`src/rtl/qbd_pkg.sv`:
```
package qbd_pkg;
  typedef enum logic [1:0] {
    QOP_LOAD = 2'b00,
    QOP_AND  = 2'b01,
    QOP_OR   = 2'b10,
    QOP_RSVD = 2'b11
  } qop_e;
endpackage

```
`src/rtl/qbd_latch_ctl.sv`:
```
module qbd_latch_ctl
  import qbd_pkg::*;
#(
  parameter int WIDTH = 8
) (
  input  logic             clk,
  input  logic             rst_n,
  input  logic             cmd_valid,
  input  logic [1:0]       cmd_op,
  input  logic [WIDTH-1:0] cmd_data,
  output logic             fire,
  output logic [WIDTH-1:0] next_val,
  output logic [WIDTH-1:0] latch_q
);
  qop_e op_e;
  logic started;

  assign op_e = qop_e'(cmd_op);

  always_comb begin
    fire     = 1'b0;
    next_val = latch_q;
    if (cmd_valid) begin
      case (op_e)
        QOP_LOAD: begin fire = 1'b1; next_val = cmd_data;           end
        QOP_AND:  begin fire = 1'b1; next_val = latch_q & cmd_data; end
        QOP_OR:   begin fire = 1'b1; next_val = latch_q | cmd_data; end
        default:  begin fire = 1'b0; next_val = latch_q;            end
      endcase
    end
  end

  always_ff @(posedge clk) begin
    if (!rst_n) begin
      latch_q <= '1;
      started <= 1'b0;
    end else begin
      started <= 1'b1;
      if (fire) latch_q <= next_val;
    end
  end


  latch_hold_chk: assert property (@(posedge clk) disable iff (!rst_n)
    (started && !fire) |=> $stable(latch_q));

  rsvd_ignore_chk: assert property (@(posedge clk) disable iff (!rst_n)
    (cmd_valid && cmd_op == 2'b11) |-> !fire);
endmodule

```
`src/rtl/qbd_pulse_gen.sv`:
```
module qbd_pulse_gen #(
  parameter int WIDTH        = 8,
  parameter int PULSE_CYCLES = 2
) (
  input  logic             clk,
  input  logic             rst_n,
  input  logic             fire,
  input  logic [WIDTH-1:0] next_val,
  output logic [WIDTH-1:0] strong_pu
);
  localparam int CW = $clog2(PULSE_CYCLES + 1);
  localparam logic [CW-1:0] LOAD_V = CW'(PULSE_CYCLES);

  generate
    for (genvar i = 0; i < WIDTH; i++) begin : g_bit
      logic [CW-1:0] cnt;
      always_ff @(posedge clk) begin
        if (!rst_n)               cnt <= '0;
        else if (fire)            cnt <= next_val[i] ? LOAD_V : '0;
        else if (cnt != '0)       cnt <= cnt - 1'b1;
      end
      assign strong_pu[i] = (cnt != '0);
    end
  endgenerate


  pulse_start_chk: assert property (@(posedge clk) disable iff (!rst_n)
    fire |=> (strong_pu == $past(next_val)));

  pulse_idle_chk: assert property (@(posedge clk) disable iff (!rst_n)
    (!fire && strong_pu == '0) |=> (strong_pu == '0));
endmodule

```
`src/rtl/qbd_read_unit.sv`:
```
module qbd_read_unit #(
  parameter int WIDTH = 8
) (
  input  logic             clk,
  input  logic             rst_n,
  input  logic             rd_valid,
  input  logic [WIDTH-1:0] pin_i,
  output logic             rd_vld,
  output logic [WIDTH-1:0] rd_data
);
  logic started;

  always_ff @(posedge clk) begin
    if (!rst_n) begin
      rd_vld  <= 1'b0;
      rd_data <= '0;
      started <= 1'b0;
    end else begin
      started <= 1'b1;
      rd_vld  <= rd_valid;
      if (rd_valid) rd_data <= pin_i;
    end
  end


  read_sample_chk: assert property (@(posedge clk) disable iff (!rst_n)
    (started && rd_valid) |=> (rd_vld && rd_data == $past(pin_i)));

  rsp_once_chk: assert property (@(posedge clk) disable iff (!rst_n)
    (started && !rd_valid) |=> !rd_vld);
endmodule

```
`src/rtl/qbd_port.sv`:
```
module qbd_port #(
  parameter int WIDTH        = 8,
  parameter int PULSE_CYCLES = 2
) (
  input  logic             clk,
  input  logic             rst_n,
  input  logic             cmd_valid_i,
  output logic             cmd_ready_o,
  input  logic [1:0]       cmd_op_i,
  input  logic [WIDTH-1:0] cmd_data_i,
  input  logic             rd_valid_i,
  output logic             rd_ready_o,
  output logic             rd_vld_o,
  output logic [WIDTH-1:0] rd_data_o,
  input  logic [WIDTH-1:0] pin_i,
  output logic [WIDTH-1:0] weak_pu_o,
  output logic [WIDTH-1:0] strong_pu_o,
  output logic [WIDTH-1:0] strong_pd_o
);
  logic             fire;
  logic [WIDTH-1:0] next_val;
  logic [WIDTH-1:0] latch_q;

  assign cmd_ready_o = 1'b1;
  assign rd_ready_o  = 1'b1;

  qbd_latch_ctl #(.WIDTH(WIDTH)) u_latch (
    .clk(clk), .rst_n(rst_n), .cmd_valid(cmd_valid_i), .cmd_op(cmd_op_i),
    .cmd_data(cmd_data_i), .fire(fire), .next_val(next_val), .latch_q(latch_q)
  );

  qbd_pulse_gen #(.WIDTH(WIDTH), .PULSE_CYCLES(PULSE_CYCLES)) u_pulse (
    .clk(clk), .rst_n(rst_n), .fire(fire), .next_val(next_val),
    .strong_pu(strong_pu_o)
  );

  qbd_read_unit #(.WIDTH(WIDTH)) u_read (
    .clk(clk), .rst_n(rst_n), .rd_valid(rd_valid_i), .pin_i(pin_i),
    .rd_vld(rd_vld_o), .rd_data(rd_data_o)
  );

  assign strong_pd_o = ~latch_q;
  assign weak_pu_o   = '1;


  no_fight_chk: assert property (@(posedge clk) disable iff (!rst_n)
    (strong_pu_o & strong_pd_o) == '0);

  weak_on_chk: assert property (@(posedge clk) disable iff (!rst_n)
    weak_pu_o == {WIDTH{1'b1}});
endmodule

```
`config.mk`:
```
export PLATFORM = sky130hd
export DESIGN_NAME = qbd_port
export DESIGN_NICKNAME = d
export VERILOG_FILES = /design/src/rtl/qbd_pkg.sv /design/src/rtl/qbd_latch_ctl.sv /design/src/rtl/qbd_pulse_gen.sv /design/src/rtl/qbd_read_unit.sv /design/src/rtl/qbd_port.sv
export SDC_FILE = /design/constraint.sdc
export NUM_CORES = 1
export LEC_CHECK = 0
export ABC_CLOCK_PERIOD_IN_PS = 2710
export BUFFER_PORTS_ARGS = -buffer_cell sky130_fd_sc_hd__clkbuf_2
export CAP_MARGIN = 20
export CORE_ASPECT_RATIO = 0.5
export CORE_MARGIN = 2
export CORE_UTILIZATION = 50
export DETAILED_ROUTE_END_ITERATION = 8
export GPL_TIMING_DRIVEN = 0
export PLACE_DENSITY = 0.8
export RECOVER_POWER = 25
export SYNTH_ARGS = -nofsm -noshare
export SYNTH_HDL_FRONTEND = slang
export SYNTH_SLANG_ARGS = --single-unit
export TNS_END_PERCENT = 20
```
`constraint.sdc`:
```
create_clock -name clk -period 2.71 [get_ports clk]
set_input_delay 0 -clock clk [delete_from_list [all_inputs] [get_ports clk]]
set_output_delay 0 -clock clk [all_outputs]
set_load 0.1 [all_outputs]
```
==> impl_metrics.json <==
{
  "outcome": "finished, final reports clean",
  "grt_first_pass_wirelength_um": 5540,
  "netlist_instances": 206,
  "path_max_fanout": 4,
  "fin_crit_ns": 1.45,
  "antenna_found_initial": 0,
  "tns_ns": 0,
  "p_leak_nw": 1.14,
  "fmax_mhz": 690,
  "insertion_delay_ns": 0.28,
  "ys_warn_count": 0,
  "rsz0062_at_grt": "false",
  "maxCapViolations": 0,
  "dieArea_um2": 3990,
  "start_util": 0.514,
  "netlist_area_um2": 1740,
  "fin_ws_ns": 1.26,
  "cts_sinks": 33,
  "finalWirelength_um": 3500,
  "hold_violations": 0,
  "instances_no_fill": 314,
  "fin_skew_ns": 0.00221,
  "clockBufferDepth": 2,
  "required_ns": 2.71,
  "power_density_nw_per_um2": 789,
  "totalPowerFinal_w": 0.00172,
  "drt_iter0_drc": 67,
  "chipWidth_um": 87.4,
  "drt_first_pass_iters": 4,
  "crit_chain": "inv_1, ha_1, inv_1, clkbuf_2",
  "fp.dieH_um": 45.7,
  "drive_above_1_share": 0.265,
  "fin_crit_sh": 0.535,
  "vias_per_cell": 4.77,
  "worst_slew_pin_slew_ns": 0.547,
  "grt_overflow": 0,
  "final_core_util": 0.646,
  "avgRoutedWirePerCell_um": 11.1,
  "htree_levels": 2,
  "path_common_cell": "inv_1",
  "drc": 0,
  "cpPeakStageDelay_ns": 0.44,
  "core_um2": 3380,
  "cp_data_arrival_time_ns": 1.45,
  "clockRootBuffer": "clkbuf_8",
  "ir_worst_vdd_mv": 0.421,
  "grt_pass1_vias": 1329,
  "crit_type": "reg -> out",
  "drtAntennaViolNets": 0,
  "post_cts_resized": 0,
  "num_vias": 1498,
  "hold_class": "in -> reg",
  "grt_max_degree": 11,
  "nNetsFinal": 302,
  "rows": 15,
  "ys_seq_area_frac": 0.380,
  "critPathSlowestCell": "clkbuf_2",
  "pre_cts_ws_ns": 1.56,
  "io_pins": 57,
  "clkTransAtPathRegs_ns": 0.06,
  "synthDistinctLibCells": 24,
  "slew_headroom": 0.637,
  "track_usage": 0.182,
  "synth_area_per_cell_um2": 8.44,
  "num_antenna_cells": 0,
  "ys_seq_elements": 33,
  "gp_congestion": 0.769,
  "place_hpwl_um": 2540,
  "finalSetupViolCount": 0,
  "dp.cells": 302,
  "drv_slew": 0,
  "startpoint_type": "flop",
  "tritoncts": "done",
  "cts_buffers": 5,
  "port_buffers": 45,
  "syn_to_final_growth_pct": 25.6,
  "end_kind": "primary output"
}
cell families after synthesis:
logic type	share of synthesized area
buffers and inverters	0.146
other	0.00216
muxes	0.0461
AOI/OAI and AO/OA	0.161
and+or+nand+nor	0.167
xor gates and xnor gates	0.0403
adders and majority gates	0.0576
DFF	0.380
routing by layer:
layer,GRT usage,up-vias,routed length [um],share of wire
li1,-,771,-,-
met1,0.204,673,1510,0.43
met2,0.335,49,1710,0.49
met3,0.0580,5,252,0.072
met4,0.0646,0,26,0.0074
met5,0,-,0,0
critical path: cells and delay by family, from the launching register on:
| kind | cells | cell delay [ns] |
|---|---|---|
| buffers and inverters | 3 | 0.56 |
| flip-flops | 1 | 0.36 |
| adder cells (fa/ha/maj) | 1 | 0.24 |
state kept, by name, indices dropped and copies added (netlist names):
name	count
u_latch.latch_q	8
u_read.rd_vld	1
u_read.rd_data	8
u_pulse.g_bit.cnt	16
final timing paths:
path,startpoint,endpoint,slack [ns],depth (start not counted)
worst min register to register,u_pulse.g_bit[0].cnt[0],u_pulse.g_bit[0].cnt[0],0.51,2
worst min-delay path,pin_i[5],u_read.rd_data[5],0.004,3
worst max-delay path,u_pulse.g_bit[1].cnt[0],strong_pu_o[1],1.26,4
worst max register to register,u_pulse.g_bit[1].cnt[0],u_pulse.g_bit[1].cnt[1],1.61,5
cell type report:
class | count | area [um^2]
buffer | 20 | 130
inverter | 32 | 120
fill | 280 | 1200
multi-input combinational | 130 | 857
tap | 42 | 52.6
sequential | 33 | 661
timing repair buffer | 50 | 275
clock buffer | 7 | 86.3
Yosys cell counts:
master	number	area [um^2]
a21bo_4	1	16.3
a21oi_1	16	80.1
and2_1	2	12.5
and2b_1	3	22.5
buf_2	5	25.0
buf_4	12	90.1
buf_6	1	11.3
clkbuf_1	2	7.51
conb_1	1	3.75
dfxtp_1	33	661
ha_1	8	100
inv_1	32	120
mux2i_1	8	80.1
nand2_1	1	3.75
nand2_4	1	11.3
nand2b_1	9	56.3
nor2_1	24	90.1
nor2b_1	15	93.8
o211ai_1	8	60.1
o21ai_0	7	35.0
o21ai_1	1	5.00
o221ai_1	6	52.6
o221ai_2	2	30.0
xor2_1	8	70.1
per-stage QoR:
| step | instance area [um^2] | hold WS, ns |
|---|---|---|
| global route | 2180 | 0.0341 |
| CTS | 2190 | 0.00470 |
| finish | 2180 | 0.00353 |
| detailed placement | 2050 | 0.276 |
| global placement | 2050 | 0.254 |
| floorplan | 1770 | 0.151 |
placed cells by master, fill, tap and decap left out, drive strengths merged:
master       instances
nand2                2
xor2                 8
a21oi               16
o221ai               8
mux2i                8
and2b                3
o211ai               8
inv                 32
dfxtp               33
nand2b               9
ha                   8
nor2                24
clkbuf              55
nor2b               15
o21ai                8
conb                10
and2                 2
buf                 17
a21bo                1
dlygate4sd3          5
where the power goes:
group / leakage (nW) / total [W] / switching, W / internal (W)
Clock: 0.0443 / 0.000365 / 0.000164 / 0.000201
Sequential: 0.273 / 0.000575 / 0.0000323 / 0.000542
Combinational: 0.821 / 0.000783 / 0.000598 / 0.000185
Total: 1.14 / 0.00172 / 0.000794 / 0.000929
timing repair:
item / CTS / global route
setup buffers: 0 / 0
hold buffers: 5 / 0
hold endpoints to repair: 5 / 0
Power figures use the tool's default switching activity.
